**src/rtl/vseq_pkg.sv**
```systemverilog
package vseq_pkg;
  typedef enum logic [1:0] {
    OP_LOAD  = 2'd0,
    OP_STORE = 2'd1,
    OP_MUL   = 2'd2,
    OP_ADD   = 2'd3
  } vop_e;

  localparam int NUM_UNITS = 3;
  localparam logic [1:0] UNIT_MEM = 2'd0;
  localparam logic [1:0] UNIT_MUL = 2'd1;
  localparam logic [1:0] UNIT_ADD = 2'd2;

  function automatic logic [1:0] unit_of(vop_e op);
    case (op)
      OP_MUL:  return UNIT_MUL;
      OP_ADD:  return UNIT_ADD;
      default: return UNIT_MEM;
    endcase
  endfunction

  function automatic logic reads_a(vop_e op);
    return op != OP_LOAD;
  endfunction

  function automatic logic reads_b(vop_e op);
    return (op == OP_MUL) || (op == OP_ADD);
  endfunction

  function automatic logic writes_dst(vop_e op);
    return op != OP_STORE;
  endfunction
endpackage

```
**src/rtl/vseq_unit_pipe.sv**
```systemverilog
module vseq_unit_pipe #(
  parameter int LAT   = 4,
  parameter int PTR_W = 2,
  parameter int LEN_W = 8
) (
  input  logic             clk,
  input  logic             rst_n,
  input  logic             in_v,
  input  logic [PTR_W-1:0] in_slot,
  input  logic [LEN_W-1:0] in_idx,
  input  logic             in_last,
  output logic             out_v,
  output logic [PTR_W-1:0] out_slot,
  output logic [LEN_W-1:0] out_idx,
  output logic             out_last
);
  // An element occupies the unit for LAT cycles: the entry cycle plus LAT-1 stages.
  generate
    if (LAT == 1) begin : g_pass
      assign out_v    = in_v;
      assign out_slot = in_slot;
      assign out_idx  = in_idx;
      assign out_last = in_last;
    end else begin : g_stages
      localparam int NST = LAT - 1;
      logic [NST-1:0]   v_q;
      logic [PTR_W-1:0] s_q [NST];
      logic [LEN_W-1:0] i_q [NST];
      logic [NST-1:0]   l_q;

      always_ff @(posedge clk) begin
        if (!rst_n) v_q <= '0;
        else begin
          v_q[0] <= in_v;
          for (int k = 1; k < NST; k++) v_q[k] <= v_q[k-1];
        end
      end

      always_ff @(posedge clk) begin
        s_q[0] <= in_slot;
        i_q[0] <= in_idx;
        l_q[0] <= in_last;
        for (int k = 1; k < NST; k++) begin
          s_q[k] <= s_q[k-1];
          i_q[k] <= i_q[k-1];
          l_q[k] <= l_q[k-1];
        end
      end

      assign out_v    = v_q[NST-1];
      assign out_slot = s_q[NST-1];
      assign out_idx  = i_q[NST-1];
      assign out_last = l_q[NST-1];
    end
  endgenerate
endmodule

```
**src/rtl/vseq_issue_pick.sv**
```systemverilog
module vseq_issue_pick #(
  parameter int         DEPTH = 4,
  parameter int         PTR_W = 2,
  parameter logic [1:0] UNIT  = 2'd0
) (
  input  logic [PTR_W-1:0]   head,
  input  logic [DEPTH-1:0]   pending,
  input  logic [2*DEPTH-1:0] unit_flat,
  input  logic [DEPTH-1:0]   operands_ok,
  output logic               fire,
  output logic [PTR_W-1:0]   slot
);
  // The oldest entry that still has elements to send on this unit owns it;
  // younger entries for the same unit wait even when their operands are ready.
  always_comb begin
    logic             found;
    logic [PTR_W-1:0] s;
    found = 1'b0;
    fire  = 1'b0;
    slot  = '0;
    for (int k = 0; k < DEPTH; k++) begin
      s = head + PTR_W'(k);
      if (!found && pending[s] && (unit_flat[2*s +: 2] == UNIT)) begin
        found = 1'b1;
        slot  = s;
        fire  = operands_ok[s];
      end
    end
  end
endmodule

```
**src/rtl/vseq_chain_sequencer.sv**
```systemverilog
module vseq_chain_sequencer
  import vseq_pkg::*;
#(
  parameter int DEPTH   = 4,
  parameter int REG_W   = 5,
  parameter int LEN_W   = 8,
  parameter int TAG_W   = 4,
  parameter int LAT_MEM = 10,
  parameter int LAT_MUL = 7,
  parameter int LAT_ADD = 4
) (
  input  logic                       clk,
  input  logic                       rst_n,
  input  logic                       cmd_valid,
  output logic                       cmd_ready,
  input  logic [1:0]                 cmd_op,
  input  logic [REG_W-1:0]           cmd_dst,
  input  logic [REG_W-1:0]           cmd_src_a,
  input  logic [REG_W-1:0]           cmd_src_b,
  input  logic [LEN_W-1:0]           cmd_len,
  output logic [NUM_UNITS-1:0]       enter_valid,
  output logic [NUM_UNITS*TAG_W-1:0] enter_tag,
  output logic [NUM_UNITS*LEN_W-1:0] enter_idx,
  output logic [NUM_UNITS-1:0]       enter_last,
  output logic [NUM_UNITS-1:0]       leave_valid,
  output logic [NUM_UNITS*TAG_W-1:0] leave_tag,
  output logic [NUM_UNITS*LEN_W-1:0] leave_idx,
  output logic [NUM_UNITS-1:0]       leave_last
);
  localparam int PTR_W = $clog2(DEPTH);
  localparam int CNT_W = PTR_W + 1;

  // Queue storage, a ring from head (oldest) to tail.
  logic [DEPTH-1:0]  vld;
  vop_e              op_q     [DEPTH];
  logic [REG_W-1:0]  dst_q    [DEPTH];
  logic [LEN_W-1:0]  len_q    [DEPTH];
  logic [TAG_W-1:0]  tag_q    [DEPTH];
  logic [LEN_W-1:0]  sent_cnt [DEPTH];
  logic [LEN_W-1:0]  back_cnt [DEPTH];
  logic [1:0]        dep_v    [DEPTH];
  logic [PTR_W-1:0]  dep_p    [DEPTH][2];
  logic [PTR_W-1:0]  head, tail;
  logic [CNT_W-1:0]  count;
  logic [TAG_W-1:0]  tag_ctr;

  logic push, retire;
  assign cmd_ready = (count != CNT_W'(DEPTH));
  assign push      = cmd_valid && cmd_ready;
  assign retire    = vld[head] && (back_cnt[head] == len_q[head]);

  // Producer lookup for the incoming instruction: youngest older writer.
  logic [1:0]       new_dep_v;
  logic [PTR_W-1:0] new_dep_p [2];
  always_comb begin
    logic [PTR_W-1:0] s;
    logic [REG_W-1:0] src;
    logic             need;
    for (int j = 0; j < 2; j++) begin
      new_dep_v[j] = 1'b0;
      new_dep_p[j] = '0;
      src  = (j == 0) ? cmd_src_a : cmd_src_b;
      need = (j == 0) ? reads_a(vop_e'(cmd_op)) : reads_b(vop_e'(cmd_op));
      for (int k = 0; k < DEPTH; k++) begin
        s = head + PTR_W'(k);
        if (need && vld[s] && !(retire && s == head) &&
            writes_dst(op_q[s]) && dst_q[s] == src) begin
          new_dep_v[j] = 1'b1;
          new_dep_p[j] = s;
        end
      end
    end
  end

  // Per-entry readiness of the next element to send.
  logic [DEPTH-1:0]   pending, operands_ok;
  logic [2*DEPTH-1:0] unit_flat;
  always_comb begin
    for (int e = 0; e < DEPTH; e++) begin
      pending[e]          = vld[e] && (sent_cnt[e] != len_q[e]);
      unit_flat[2*e +: 2] = unit_of(op_q[e]);
      operands_ok[e]      = 1'b1;
      for (int j = 0; j < 2; j++)
        if (dep_v[e][j] && !(back_cnt[dep_p[e][j]] > sent_cnt[e]))
          operands_ok[e] = 1'b0;
    end
  end

  logic [NUM_UNITS-1:0] fire, x_v, x_last, f_last;
  logic [PTR_W-1:0]     pslot  [NUM_UNITS];
  logic [PTR_W-1:0]     x_slot [NUM_UNITS];
  logic [LEN_W-1:0]     x_idx  [NUM_UNITS];

  generate
    for (genvar u = 0; u < NUM_UNITS; u++) begin : g_unit
      localparam int ULAT = (u == 0) ? LAT_MEM : ((u == 1) ? LAT_MUL : LAT_ADD);

      vseq_issue_pick #(.DEPTH(DEPTH), .PTR_W(PTR_W), .UNIT(2'(u))) u_pick (
        .head(head), .pending(pending), .unit_flat(unit_flat),
        .operands_ok(operands_ok), .fire(fire[u]), .slot(pslot[u])
      );

      assign f_last[u] = (sent_cnt[pslot[u]] == len_q[pslot[u]] - LEN_W'(1));

      vseq_unit_pipe #(.LAT(ULAT), .PTR_W(PTR_W), .LEN_W(LEN_W)) u_pipe (
        .clk(clk), .rst_n(rst_n),
        .in_v(fire[u]), .in_slot(pslot[u]), .in_idx(sent_cnt[pslot[u]]), .in_last(f_last[u]),
        .out_v(x_v[u]), .out_slot(x_slot[u]), .out_idx(x_idx[u]), .out_last(x_last[u])
      );

      assign enter_valid[u]               = fire[u];
      assign enter_tag[u*TAG_W +: TAG_W]  = tag_q[pslot[u]];
      assign enter_idx[u*LEN_W +: LEN_W]  = sent_cnt[pslot[u]];
      assign enter_last[u]                = f_last[u];
      assign leave_valid[u]               = x_v[u];
      assign leave_tag[u*TAG_W +: TAG_W]  = tag_q[x_slot[u]];
      assign leave_idx[u*LEN_W +: LEN_W]  = x_idx[u];
      assign leave_last[u]                = x_last[u];


      leave_in_order_chk: assert property (@(posedge clk) disable iff (!rst_n)
        x_v[u] |-> (vld[x_slot[u]] && x_idx[u] == back_cnt[x_slot[u]]));


      one_owner_chk: assert property (@(posedge clk) disable iff (!rst_n)
        (fire[u] && !f_last[u]) |=> (!fire[u] || pslot[u] == $past(pslot[u])));


      enter_within_len_chk: assert property (@(posedge clk) disable iff (!rst_n)
        fire[u] |-> (vld[pslot[u]] && unit_of(op_q[pslot[u]]) == 2'(u)));
    end
  endgenerate

  always_ff @(posedge clk) begin
    if (!rst_n) begin
      vld     <= '0;
      head    <= '0;
      tail    <= '0;
      count   <= '0;
      tag_ctr <= '0;
      for (int e = 0; e < DEPTH; e++) begin
        sent_cnt[e] <= '0;
        back_cnt[e] <= '0;
        dep_v[e]    <= '0;
        op_q[e]     <= OP_LOAD;
        dst_q[e]    <= '0;
        len_q[e]    <= '0;
        tag_q[e]    <= '0;
        dep_p[e][0] <= '0;
        dep_p[e][1] <= '0;
      end
    end else begin
      for (int e = 0; e < DEPTH; e++)
        for (int u = 0; u < NUM_UNITS; u++) begin
          if (fire[u] && pslot[u] == PTR_W'(e)) sent_cnt[e] <= sent_cnt[e] + LEN_W'(1);
          if (x_v[u] && x_slot[u] == PTR_W'(e)) back_cnt[e] <= back_cnt[e] + LEN_W'(1);
        end
      if (retire) begin
        vld[head] <= 1'b0;
        head      <= head + PTR_W'(1);
        for (int e = 0; e < DEPTH; e++)
          for (int j = 0; j < 2; j++)
            if (dep_p[e][j] == head) dep_v[e][j] <= 1'b0;
      end
      if (push) begin
        vld[tail]      <= 1'b1;
        op_q[tail]     <= vop_e'(cmd_op);
        dst_q[tail]    <= cmd_dst;
        len_q[tail]    <= cmd_len;
        tag_q[tail]    <= tag_ctr;
        sent_cnt[tail] <= '0;
        back_cnt[tail] <= '0;
        dep_v[tail]    <= new_dep_v;
        dep_p[tail][0] <= new_dep_p[0];
        dep_p[tail][1] <= new_dep_p[1];
        tag_ctr        <= tag_ctr + TAG_W'(1);
        tail           <= tail + PTR_W'(1);
      end
      count <= count + CNT_W'(push) - CNT_W'(retire);
    end
  end


  no_overwrite_chk: assert property (@(posedge clk) disable iff (!rst_n)
    push |-> !vld[tail]);


  hold_offer_chk: assert property (@(posedge clk) disable iff (!rst_n)
    (cmd_valid && !cmd_ready) |=> (cmd_valid && $stable(cmd_op) && $stable(cmd_dst) &&
      $stable(cmd_src_a) && $stable(cmd_src_b) && $stable(cmd_len)));


  retire_quiet_chk: assert property (@(posedge clk) disable iff (!rst_n)
    retire |-> (sent_cnt[head] == len_q[head]));
endmodule

```
**config.mk**
```make
export PLATFORM = sky130hd
export DESIGN_NAME = vseq_chain_sequencer
export DESIGN_NICKNAME = d
export VERILOG_FILES = /design/src/rtl/vseq_pkg.sv /design/src/rtl/vseq_unit_pipe.sv /design/src/rtl/vseq_issue_pick.sv /design/src/rtl/vseq_chain_sequencer.sv
export SDC_FILE = /design/constraint.sdc
export NUM_CORES = 1
export LEC_CHECK = 0
export ABC_AREA = 1
export BUFFER_PORTS_ARGS = -buffer_cell sky130_fd_sc_hd__buf_2
export CAP_MARGIN = 25
export CELL_PAD_IN_SITES_DETAIL_PLACEMENT = 0
export CELL_PAD_IN_SITES_GLOBAL_PLACEMENT = 2
export CORE_UTILIZATION = 33
export CTS_CLUSTER_SIZE = 28
export DETAILED_ROUTE_END_ITERATION = 10
export HOLD_SLACK_MARGIN = 0.02
export PLACE_DENSITY_LB_ADDON = 0.2
export SYNTH_ARGS = -nofsm -noshare
export SYNTH_HDL_FRONTEND = slang
export SYNTH_SLANG_ARGS = --single-unit
```
**constraint.sdc**
```tcl
create_clock -name clk -period 5.3 [get_ports clk]
set_input_delay 1.06 -clock clk [delete_from_list [all_inputs] [get_ports clk]]
set_output_delay 1.06 -clock clk [all_outputs]
set_load 0.02 [all_outputs]
```
### Word level (Yosys, flattened, before mapping)

Memory sizes are Yosys's and may differ from the RTL's. A register that Yosys moved wholly into a read port is not among the register bits.
Cells that the tools add are included.

| word-level totals | value |
|---|---|
| register bits after elaboration | 51 |
| latch bits | 0 |
| bits in writable memories | 344 |
| bits in read-only memories | 0 |
| logic and storage cells | 554 |
| memories kept | 14 |

| cells by class | value |
|---|---|
| $add $sub $neg | 18 |
| $mul | 0 |
| div/mod/pow operators | 0 |
| order comparisons | 15 |
| eq/ne operators | 68 |
| shifts and indexed selects | 4 |
| multiplexer cells | 255 |
| bitwise operators | 35 |
| reduce and logical (&&, ||, !) cells | 134 |

Memory list:

| name | depth | width | read ports | clocked after Yosys merged registers in | wr ports | line | source |
|---|---|---|---|---|---|---|---|
| g_unit[0].u_pipe.g_stages.i_q | 9 | 8 | 9 | 0 | 9 | vseq_unit_pipe.sv:28 | `logic [LEN_W-1:0] i_q [NST];` |
| g_unit[1].u_pipe.g_stages.i_q | 6 | 8 | 6 | 0 | 6 | vseq_unit_pipe.sv:28 |  |
| back_cnt | 4 | 8 | 13 | 1 | 5 | vseq_chain_sequencer.sv:40 | `logic [LEN_W-1:0] back_cnt [DEPTH];` |
| len_q | 4 | 8 | 8 | 1 | 4 | vseq_chain_sequencer.sv:37 | `logic [LEN_W-1:0] len_q [DEPTH];` |
| sent_cnt | 4 | 8 | 7 | 0 | 5 | vseq_chain_sequencer.sv:39 | `logic [LEN_W-1:0] sent_cnt [DEPTH];` |
| g_unit[2].u_pipe.g_stages.i_q | 3 | 8 | 3 | 0 | 3 | vseq_unit_pipe.sv:28 |  |
| 8 more memories | n/a | n/a | n/a | n/a | n/a | n/a |  |

Operators with widths:

| kind | count |
|---|---|
| 2-to-1 mux 8 bit | 25 |
| 2-to-1 mux 1 bit | 172 |
| logical AND 1 bit | 96 |
| 2-to-1 mux 2 bit | 34 |
| adder 8 x 1 -> 8 bit (second input constant) | 8 |
| > comparator 8 bit | 8 |
| == test 2 bit (second input constant) | 26 |
| == test 5 bit | 8 |
| == test 8 bit | 4 |
| != test 8 bit | 4 |
| bitwise OR 1 bit | 32 |
| variable part select 8 x 4 -> 2 bit | 4 |
| binary-select mux 1 bit (select 2 bit) | 12 |
| subtractor 8 x 1 -> 8 bit (second input constant) | 3 |
| == test 2 bit | 11 |
| zero test 1 bit | 21 |
| == test 2 x 1 -> 1 bit (second input constant) | 10 |
| zero test 2 bit | 10 |
| 2-to-1 mux 4 bit | 5 |
| case mux 2 bit (2 select lines) | 4 |
| less-than comparator 2 x 3 -> 1 bit (second input constant) | 5 |
| != test 2 x 1 -> 1 bit (second input constant) | 4 |
| OR reduction 4 bit | 2 |
| OR reduction 8 bit | 1 |
| other kinds (16) | 20 |

### Longest topological paths before layout

Gate-level depths: netlist (run 1).
An unclocked memory read counts as a cell.

| depth | value |
|---|---|
| word-level depth | 27 |
| depth in mapped cells | 33 |
| mapped depth without buffers | 30 |

### Modules after synthesis

Synthesis (run 1) repeated with hierarchy kept, for this count alone.

| second synthesis, totals | value |
|---|---|
| cell total of the unflattened synthesis | 3184 |
| area, all modules | 22853.2 µm² |

Modules (own cells, without submodules):

| module | times used | cells an instance | area each (µm²) | seq. area each (µm²) |
|---|---|---|---|---|
| vseq_chain_sequencer | 1 | 2526 | 16455.8 | 4624.4 |
| vseq_unit_pipe at g_unit[0].u_pipe | 1 | 137 | 2316.0 | 2162.1 |
| vseq_unit_pipe at g_unit[1].u_pipe | 1 | 84 | 1486.4 | 1441.4 |
| vseq_issue_pick at g_unit[1].u_pick ... | 2 | 130 | 615.6 | 0.0 |
| vseq_unit_pipe at g_unit[2].u_pipe | 1 | 52 | 818.3 | 720.7 |
| vseq_issue_pick at g_unit[0].u_pick | 1 | 125 | 545.5 | 0.0 |

### Worst setup path after synthesis (run 1)

Ideal clock, no wire load.

| timing | value |
|---|---|
| kind | register to output |
| start | register head[0] |
| end | output enter_last[1] |
| arrival | 4169 ps |
| slack | 71 ps |
| cell stages (with the launch flop) | 32 |
| path buffers | 7 |
| cell sequence | dfxtp_1 > inv_2 > buf_2 > buf_2 > buf_1 > clkbuf_1 > ha_1 > inv_1 > clkbuf_1 > nand3_1 > nand2_1 > nor2_4 > nand4_4 > nand2_2 > nand2_4 > buf_6 > nand2_1 > nand2_1 > nand2_1 > nand2_1 > inv_2 > ha_1 > inv_1 > nand3_1 > nand2_1 > nand3_1 > nor2_1 > nand2_1 > nor2_1 > nand2_1 > nor2_1 > buf_4 |

| on the way | value |
|---|---|
| longest elaborated chain between the ends | 19 |
| elaborated cells between the ends (all ways) | 40 |

RTL lines:

| item | line | source |
|---|---|---|
| from (decl) | vseq_chain_sequencer.sv:43 | `logic [PTR_W-1:0] head, tail;` |
| from (signal assigned) | vseq_chain_sequencer.sv:160 | `head <= head + PTR_W'(1);` |
| variable part select 8 x 4 -> 2 bit or binary-select mux 1 bit (select 2 bit) (tied branches) | vseq_issue_pick.sv:23 | `if (!found && pending[s] && (unit_flat[2*s +: 2] == UNIT)) begin` |
| == test 2 x 1 -> 1 bit or 2-to-1 mux 1 bit (tied branches) | vseq_issue_pick.sv:23 |  |
| logical AND 1 bit | vseq_issue_pick.sv:23 |  |
| 2-to-1 mux 1 bit | vseq_issue_pick.sv:23 |  |
| zero test 1 bit | vseq_issue_pick.sv:23 |  |
| logical AND 1 bit (2 in a row) | vseq_issue_pick.sv:23 |  |
| 2-to-1 mux 1 bit | vseq_issue_pick.sv:23 |  |
| zero test 1 bit | vseq_issue_pick.sv:23 |  |
| logical AND 1 bit (2 in a row) | vseq_issue_pick.sv:23 |  |
| 2-to-1 mux 1 bit | vseq_issue_pick.sv:23 |  |
| zero test 1 bit | vseq_issue_pick.sv:23 |  |
| logical AND 1 bit (2 in a row) | vseq_issue_pick.sv:23 |  |
| 2-to-1 mux 2 bit * | vseq_issue_pick.sv:23 |  |
| memory (4 x 8 bit) | n/a |  |
| subtractor 8 x 1 -> 8 bit | vseq_chain_sequencer.sv:103 | `assign f_last[u] = (sent_cnt[pslot[u]] == len_q[pslot[u]] - LEN_W'(1));` |
| == test 8 bit * | vseq_chain_sequencer.sv:103 |  |
| to (decl) | vseq_chain_sequencer.sv:24 | `output logic [NUM_UNITS-1:0] enter_last,` |

Mark *: on every way between the ends. The rest lies on a longest branch, timed or not. The select of a mux whose other input is x is not followed.

==> results of run 1 <==
cells by family (layout without fill, tap and decap cells):
family | Yosys count | in the layout | synth area share [%]
buf+inv | 468 | 656 | 8.80
xor+xnor | 95 | 95 | 3.67
other cells | 0 | 2 | 0
compound gates | 648 | 648 | 16.0
flops | 397 | 397 | 39.5
mux | 2 | 2 | 0.0883
fa+ha+maj | 87 | 87 | 4.83
simple gates | 1421 | 1422 | 27.1
layout by cell type (no fill, tap or decap), types with 11 or more instances in the layout:
cell and instances:
sky130_fd_sc_hd__edfxtp_1 100, sky130_fd_sc_hd__nor3_1 30, sky130_fd_sc_hd__xor2_1 57, sky130_fd_sc_hd__xnor2_1 37
sky130_fd_sc_hd__ha_1 84, sky130_fd_sc_hd__nand2_1 770, sky130_fd_sc_hd__nor2_4 13, sky130_fd_sc_hd__a22oi_1 24
sky130_fd_sc_hd__inv_2 23, sky130_fd_sc_hd__buf_2 109, sky130_fd_sc_hd__nand3_1 148, sky130_fd_sc_hd__nor2_2 30
sky130_fd_sc_hd__o21ai_0 223, sky130_fd_sc_hd__o221ai_1 26, sky130_fd_sc_hd__buf_4 138, sky130_fd_sc_hd__nand4_1 41
sky130_fd_sc_hd__o21ai_1 16, sky130_fd_sc_hd__o22ai_1 24, sky130_fd_sc_hd__nand3_4 11, sky130_fd_sc_hd__nand2_2 28
sky130_fd_sc_hd__dfxtp_2 17, sky130_fd_sc_hd__clkbuf_16 46, sky130_fd_sc_hd__nor2_1 283, sky130_fd_sc_hd__nand3_2 11
sky130_fd_sc_hd__a21oi_1 275, sky130_fd_sc_hd__dfxtp_1 279, sky130_fd_sc_hd__inv_1 274
final timing paths:
check,startpoint,endpoint,slack [ns],cells after the start
worst min-delay path,g_unit[0].u_pipe.g_stages.i_q[3][7],g_unit[0].u_pipe.g_stages.i_q[3][15],0.32,0
worst max register to register,dep_p[2][0],sent_cnt[0][1],0.57,20
worst max-delay path,len_q[1][7],enter_last[0],0.13,25
worst min register to register,g_unit[0].u_pipe.g_stages.i_q[3][7],g_unit[0].u_pipe.g_stages.i_q[3][15],0.32,0
state kept, by name, summed over array words and instances (netlist names), named ones only:
register and cells:
g_unit.u_pipe.g_stages.i_q 144, g_unit.u_pipe.g_stages.s_q 36, back_cnt 32, len_q 32
sent_cnt 32, dst_q 20, g_unit.u_pipe.g_stages.l_q 18, g_unit.u_pipe.g_stages.v_q 18
dep_p 16, tag_q 16, dep_v 8, op_q 8
tag_ctr 4, vld 4, count 3, head 2
tail 2
final cells by class:
type	count	area (sq um)
Fill cell	7086	40800
Clock inverter	26	353
Timing Repair inverter	3	20.0
Antenna cell	2	5.00
Timing Repair Buffer	264	1860
Clock buffer	57	1220
Multi-Input combinational cell	2254	12100
Sequential cell	397	8970
Tap cell	873	1090
Inverter	306	1170
critical path: cells and delay by family, from the launching register on:
family / cells / cell delay [ns]
and+or+nand+nor: 19 / 2.04
DFF: 1 / 0.48
adders and majority gates: 1 / 0.30
buffers and inverters: 3 / 0.24
AOI/OAI and AO/OA: 1 / 0.23
xor gates and xnor gates: 1 / 0.21
synthesized netlist by cell type (all sizes together) (3+ instances only):
cell and number:
nor3 30, buf 68, xnor2 38, nor3b 4
inv 303, o21ai 249, a221oi 6, nand2 810
o221ai 26, a22oi 24, nand3b 6, o22ai 24
nor2 329, ha 86, a31oi 10, clkbuf 94
and3 4, o41ai 8, nor4 10, or2 13
a21oi 281, o21a 4, dfxtp 297, and2 4
nand4 42, edfxtp 100, clkinv 3, nand3 169
xor2 57, a32o 6
repair_timing:
item / 4_1_cts / 5_1_grt
gates cloned: 2 / 5
pin swaps: 4 / 45
resized for setup: 29 / 102
setup buffers: 6 / 28
endpoints found under the setup margin: 4 / 6
power groups by stage:
stage	Combinational, mW	Sequential [mW]	Clock (mW)
5_1_grt	3.21	3.94	3.55
2_1_floorplan	1.78	3.92	0
4_1_cts	2.80	3.89	3.43
3_5_place_dp	2.75	3.95	0
6_report	2.92	3.88	3.34
3_3_place_gp	2.75	3.93	0
per-stage QoR:
step / utilization, % / total power [mW] / TNS, ns / std cells / setup WS (ns)
finish: 39.6 / 10.1 / 0 / 4182 / 0.133
global route: 39.6 / 10.7 / -0.209 / 4180 / -0.0949
CTS: 38.6 / 10.1 / -0.0650 / 4147 / -0.0650
detailed placement: 36.1 / 6.70 / 0 / 4056 / 0.264
global placement: 36.1 / 6.68 / 0 / 4056 / 0.240
floorplan: - / 5.70 / 0 / 3118 / 0.0709
routing by layer:
metal / vias to the layer above / global-route usage (%) / wire, um
met1: 10400 / 32.7 / 39700
met5: - / 0 / 0
met2: 671 / 44.1 / 44000
met4: 0 / 10.2 / 3880
met3: 171 / 3.14 / 4690
li1: 10600 / - / -
==> run summary, run 1 <==
The floorplan step defined a die boundary enclosing 69800 sq um. Share of layout cells above drive strength 1: 16.0%. Along the worst path, the maximum fanout reaches 6. In the routed design, unresolved DRC markers number 0. The share of flip-flops with an asynchronous set or reset after synthesis is 0%, and the maximum clock insertion buffer count is 3. The endpoint arrival time on the critical path is 4.11 ns.

Subtracting the final worst setup slack from the clock period gives 5.17 ns. Most area-hungry cell type in the Yosys netlist: sky130_fd_sc_hd__dfxtp_1. The Yosys step of the flow raised 0 warnings. The average footprint of a synthesized cell was 7.27 sq um; the pin count of the biggest net entering global routing was 58. The flow ran to the end, and the final reports show no timing, DRC or antenna violations. The internal power of the cells was 6.56 mW; the wire length after detailed routing was 92300 um. In this run the static leakage power is 12.0 nW. The routed via count divided by cell count is 5.23. The via count of the first global-routing pass came out at 20800.

STA classifies the critical path startpoint as a flop. The average wire per standard cell was 22.1 um; the starting density of the core was 33.5%. The run gives 0 as the final hold violation count. After synthesis, the cell types taking the most area are sky130_fd_sc_hd__dfxtp_1 26%, sky130_fd_sc_hd__edfxtp_1 13%, sky130_fd_sc_hd__nand2_1 13%.

The min-delay analysis places its worst path in the category reg -> reg. In this run, synthesis inferred 100 flip-flops with an integrated enable. From left edge to right edge, the die measures 264 um.

The proportion of power drawn by combinational gates was 28.8%. The power density over the cells was 379 nW/um^2; the initial antenna violation count was 0. The first global-routing pass estimated 134000 um of wire. The tools report the synthesized cell area as 22700 sq um.

Between clock sinks in the finished design, the worst skew comes to 0.0239 ns. Of the total power, the share spent switching nets is 35.3%. For the total CTS buffers, the log shows 45.

The region available for standard cell placement spans 67600 sq um. When the netlist entered floorplanning its net count stood at 3233. The first detailed-routing pass ran for 6 iterations. In this run the biggest area consumer among cell types represents 26.2% of the synthesized area. The synthesis-to-layout area growth is 18.1%. The critical path class is reg -> out. The most frequent cell on the critical path was sky130_fd_sc_hd__nand2_1. Setup repair after global routing could not meet its margin everywhere.

The delay contributed by the slowest stage of the critical path is 0.48 ns, and the setup-violating endpoint count in the final report is 0. Synthesis produced 3118 cells. The logs give 0 for the number of max-slew violations in the final report and 0.939 for the final weighted congestion in routability-driven placement.

The tree is rooted in a sky130_fd_sc_hd__clkbuf_16. After the last flow step, the layout net total stands at 3386. Net switching power: 3.58 mW.

For the worst-skew pair, the clock arrives at the later sink with an insertion delay of 0.60 ns. Across the VDD grid, the largest voltage drop is 0.000307 V. The run gives 0 as the global route total overflow. In this run the tool buffered the top-level ports with 112 buffer cells. The post-synthesis sequential element count came out at 397.

In this run the core area contains 95 standard-cell rows. From bottom edge to top edge, the die measures 264 um. The tools report the part of the total power dissipated in sequential elements as 38.3%. TritonCTS built the clock tree. The instance area after placement is 24400 sq um, and the highest clock frequency the design can meet is 0.194 GHz.

The logs give 2 for the level count of the clock H-tree and 4.24 ns for the worst endpoint required time. The portion of the clock cycle consumed by the worst path in the final layout works out to 97.5%. Dominant register cell in the synthesized netlist: sky130_fd_sc_hd__dfxtp_1.

The boundary pin count was 113. The wire-length estimate of the detail-placed layout is 69600 um. The total number of vias was 21900; the clock group share of total power was 32.9%. Nature of the critical path endpoint: a primary output.

For the cell area after layout, the log shows 26800 sq um. The max-capacitance violation count was 0. The violation count after the first detailed-route iteration was 1726; the measured slew at the worst slew-check pin was 1.12 ns.

Number of hold-repair buffers added at the cts stage: 0. Highest-delay cell along the critical path: sky130_fd_sc_hd__edfxtp_1. For the worst max-slew margin expressed relative to the limit, the log shows 25.1%. The number of clock sinks is 397, and the number of nets with antenna violations after detailed routing is 0. Global routing used 25.7% of the available tracks. Clock input transition at the sequential cells of the worst setup and hold paths: 0.07 ns.

Of the synthesized area, sequential elements account for 39.5%. The netlist uses 58 different library cells. The worst hold slack came out at 0.323 ns.
(Power assumes the default switching activity.)
==> inputs of run 2 (changes only) <==
CORE_MARGIN = 5   (was unset)
CTS_BUF_LIST = sky130_fd_sc_hd__clkbuf_16   (was unset)
==> run summary, run 2 (synthesis gave the netlist of run 1 again) <==
The max-capacitance violation count is 0 (unchanged). The leakage power total was 12.1 nW (was 12.0 nW); the total number of vias was 22100 (was 21900). The run gives 0.0584 ns (was 0.264 ns) as the worst setup slack after placement. The worst hold slack is 0.321 ns (was 0.323 ns), and the routed via count divided by cell count is 5.26 (was 5.23). The share of layout cells above drive strength 1 is 16.9% (was 16.0%), and the total design power is 10.2 mW (was 10.1 mW).

The initial antenna violation count was 0 (unchanged); the length of the first detailed-routing pass in iterations was 6 (unchanged). Nature of the critical path endpoint: a primary output (unchanged). The start of the worst register-to-register path was back_cnt[2][7] (was dep_p[2][0]).

The run gives 3394 (was 3386) as the number of nets in the final layout. The number of placed instances, taps included was 4060 (was 4056); the total CTS buffers was 46 (was 45). The synthesis-to-layout area growth is 19.7% (was 18.1%).

The worst max-slew margin expressed relative to the limit is 29.8% (was 25.1%), and the global route total overflow is 0 (unchanged). The run gives 3 (unchanged) as the maximum clock insertion buffer count. The run gives 0.0142 ns (was 0.0239 ns) as the final worst clock skew.

Clock tree root buffer cell: sky130_fd_sc_hd__clkbuf_16 (unchanged). The tools report the boundary pin count as 113 (unchanged). Setup repair after global routing could not meet its margin everywhere.

The tools report the setup-violating endpoint count in the final report as 0 (unchanged). The final instance count without filler cells is 4197 (was 4182), and the clock input transition at the sequential cells of the worst setup and hold paths is 0.07 ns (about the same). The port buffer count was 112 (unchanged); the floorplan row count was 96 (was 95). Count of unresolved DRC violations after routing: 0 (unchanged).

The run gives 0 (unchanged) as the number of max-slew violations in the final report. The violation count after the first detailed-route iteration came out at 1986 (was 1726). The via count of the first global-routing pass was 20600 (was 20800); the global routing usage summed across all routing layers was 23.8% (was 25.7%). The tools report the endpoint of the lowest-slack register-to-register path as sent_cnt[3][3] (was sent_cnt[0][1]). The flip-flop count of the largest register after layout came out at 144 (unchanged).

The worst endpoint required time is 4.24 ns (about the same), and the maximum fanout encountered on the critical timing path is 5 (was 6). The commonest non-fill, non-tap cell in the layout was sky130_fd_sc_hd__nand2_1 (unchanged). The kind of start point of the critical path was a flop (unchanged). The measured slew at the worst slew-check pin works out to 1.05 ns (was 1.12 ns). The power density over the cells came out at 375 nW/um^2 (was 379 nW/um^2).

The type of the most critical hold path is reg -> reg (unchanged). The number of instances on the worst hold path came out at 0 (unchanged). Most used cells in the layout excluding fill and tap cells: 759 x sky130_fd_sc_hd__nand2_1, 286 x sky130_fd_sc_hd__dfxtp_1, 283 x sky130_fd_sc_hd__nor2_1 (was 770 x sky130_fd_sc_hd__nand2_1, 283 x sky130_fd_sc_hd__nor2_1, 279 x sky130_fd_sc_hd__dfxtp_1). The number of hold-repair buffers added at the cts stage was 0 (unchanged). The wire length after detailed routing was 93000 um (was 92300 um).

For the level count of the clock H-tree, the log shows 2 (unchanged). The run gives 0.60 ns (about the same) as the clock latency of the later-clocked register in the worst-skew pair. Starting density of the core: 33.2% (was 33.5%). The number of cells traversed by the worst register-to-register path came out at 22 (was 20). The logs give 0 (unchanged) for the number of nets with antenna violations after detailed routing and 134000 um (about the same) for the wire length of the first global-routing pass.

Critical path class: reg -> out (unchanged). The die outline width was 272 um (was 264 um); the worst vdd rail ir drop was 0.000218 V (was 0.000307 V). The final critical path time including I/O delays and setup works out to 5.19 ns (was 5.17 ns). The flow ran to the end, and the final reports show no timing, DRC or antenna violations.

The portion of the clock cycle consumed by the worst path in the final layout was 97.9% (was 97.5%). Top Registers: g_unit.u_pipe.g_stages.i_q: 144 flops, g_unit.u_pipe.g_stages.s_q: 36 flops (unchanged). The register with the highest flop count is g_unit.u_pipe.g_stages.i_q (unchanged). The tools report the pin count of the biggest net entering global routing as 57 (was 58). The tools report the end of the worst hold path as g_unit[0].u_pipe.g_stages.i_q[1][14] (was g_unit[0].u_pipe.g_stages.i_q[3][15]). The run gives 0 (unchanged) as the final hold violation count. The logs give 69700 um (was 69600 um) for the half-perimeter wire length after placement and 0 (was 2) for the count of inserted antenna diode cells. The final critical-path setup slack was 0.112 ns (was 0.133 ns); the core occupancy in the finished layout was 39.7% (was 39.6%). For the placeable core region, the log shows 68300 sq um (was 67600 sq um).

The number of clock sinks was 397 (unchanged); the minimum setup slack among reg-to-reg paths was 0.29 ns (was 0.57 ns). Launch instance of the worst min-delay path: g_unit[0].u_pipe.g_stages.i_q[1][6] (was g_unit[0].u_pipe.g_stages.i_q[3][7]). The final weighted congestion in routability-driven placement is 0.942 (was 0.939). For the endpoint arrival time on the critical path, the log shows 4.13 ns (was 4.11 ns). For the area enclosed by the die boundary, the log shows 74100 sq um (was 69800 sq um). The highest clock frequency the design can meet was 0.193 GHz (was 0.194 GHz). The height of the chip is 272 um (was 264 um), and the average wire per standard cell is 22.2 um (was 22.1 um). TritonCTS built the clock tree.
-- run 2: worst max path at each step --
stage                         startpoint             end  slack [ns]  depth (start not counted)
final                     sent_cnt[2][4]   enter_last[0]        0.11                         26
after global placement       dep_p[1][0]  sent_cnt[3][3]        0.17                         23
after CTS                    len_q[3][3]   enter_last[0]       -0.01                         28
after global routing         len_q[2][6]   enter_last[0]       -0.13                         27
after detailed placement     dep_p[1][0]  sent_cnt[3][3]        0.06                         23
after floorplan                  head[0]   enter_last[1]        0.07                         31
-- run 2: cell type report --
| cell class | instances | area [sq um] |
|---|---|---|
| fillers | 7074 | 41200 |
| clock inverters | 36 | 349 |
| inverters | 306 | 1210 |
| flip-flops and latches | 397 | 8960 |
| repair inverters | 4 | 25.0 |
| clock buffers | 48 | 1200 |
| multi-input cells | 2254 | 12300 |
| repair buffers | 270 | 2000 |
| well taps | 882 | 1100 |
-- run 2: what timing repair did --
item	in CTS	in global routing
gates cloned	2	9
resized for setup	25	166
setup buffers	4	39
pin swaps	3	59
setup endpoints to repair	6	7
hold endpoints to repair	0	0
-- run 2: metrics by stage --
step           cell area (sq um)  TNS [ns]
3_3_place_gp               24400         0
3_5_place_dp               24400         0
4_1_cts                    26100   -0.0133
5_1_grt                    27100    -0.172
6_report                   27100         0
2_1_floorplan              22700         0
-- run 2: power breakdown --
part / internal [mW] / total [mW] / switching, mW
sequential: 3.66 / 3.88 / 0.215
combinational: 1.01 / 3.06 / 2.04
clock: 1.90 / 3.25 / 1.35
-- run 2: worst max-delay path: stages (launching register included) --
cell and delay (ns):
sky130_fd_sc_hd__dfxtp_1 0.53, sky130_fd_sc_hd__xnor2_1 0.12, sky130_fd_sc_hd__nand2_1 0.07, sky130_fd_sc_hd__nor2_1 0.04
sky130_fd_sc_hd__nand2_1 0.15, sky130_fd_sc_hd__nand2_1 0.15, sky130_fd_sc_hd__nand3_4 0.13, sky130_fd_sc_hd__nand3b_1 0.23
sky130_fd_sc_hd__nand2_4 0.17, sky130_fd_sc_hd__inv_6 0.05, sky130_fd_sc_hd__nand3_1 0.08, sky130_fd_sc_hd__nand2_2 0.09
sky130_fd_sc_hd__buf_4 0.15, sky130_fd_sc_hd__o21bai_4 0.20, sky130_fd_sc_hd__nand2_2 0.10, sky130_fd_sc_hd__nand2_4 0.10
sky130_fd_sc_hd__inv_4 0.05, sky130_fd_sc_hd__ha_4 0.23, sky130_fd_sc_hd__nand3b_1 0.15, sky130_fd_sc_hd__nand2_1 0.08
sky130_fd_sc_hd__nand3_2 0.06, sky130_fd_sc_hd__nor2_2 0.09, sky130_fd_sc_hd__nand2_1 0.05, sky130_fd_sc_hd__inv_1 0.06
sky130_fd_sc_hd__nand3_2 0.07, sky130_fd_sc_hd__nor2_4 0.17, sky130_fd_sc_hd__buf_6 0.14
-- run 2: layer usage --
layer,track usage [%],wire [um],up-vias
met2,40.1,43700,750
met5,0,0,-
met1,30.6,39500,10500
met3,3.37,5120,211
met4,9.71,4680,0
li1,-,-,10600
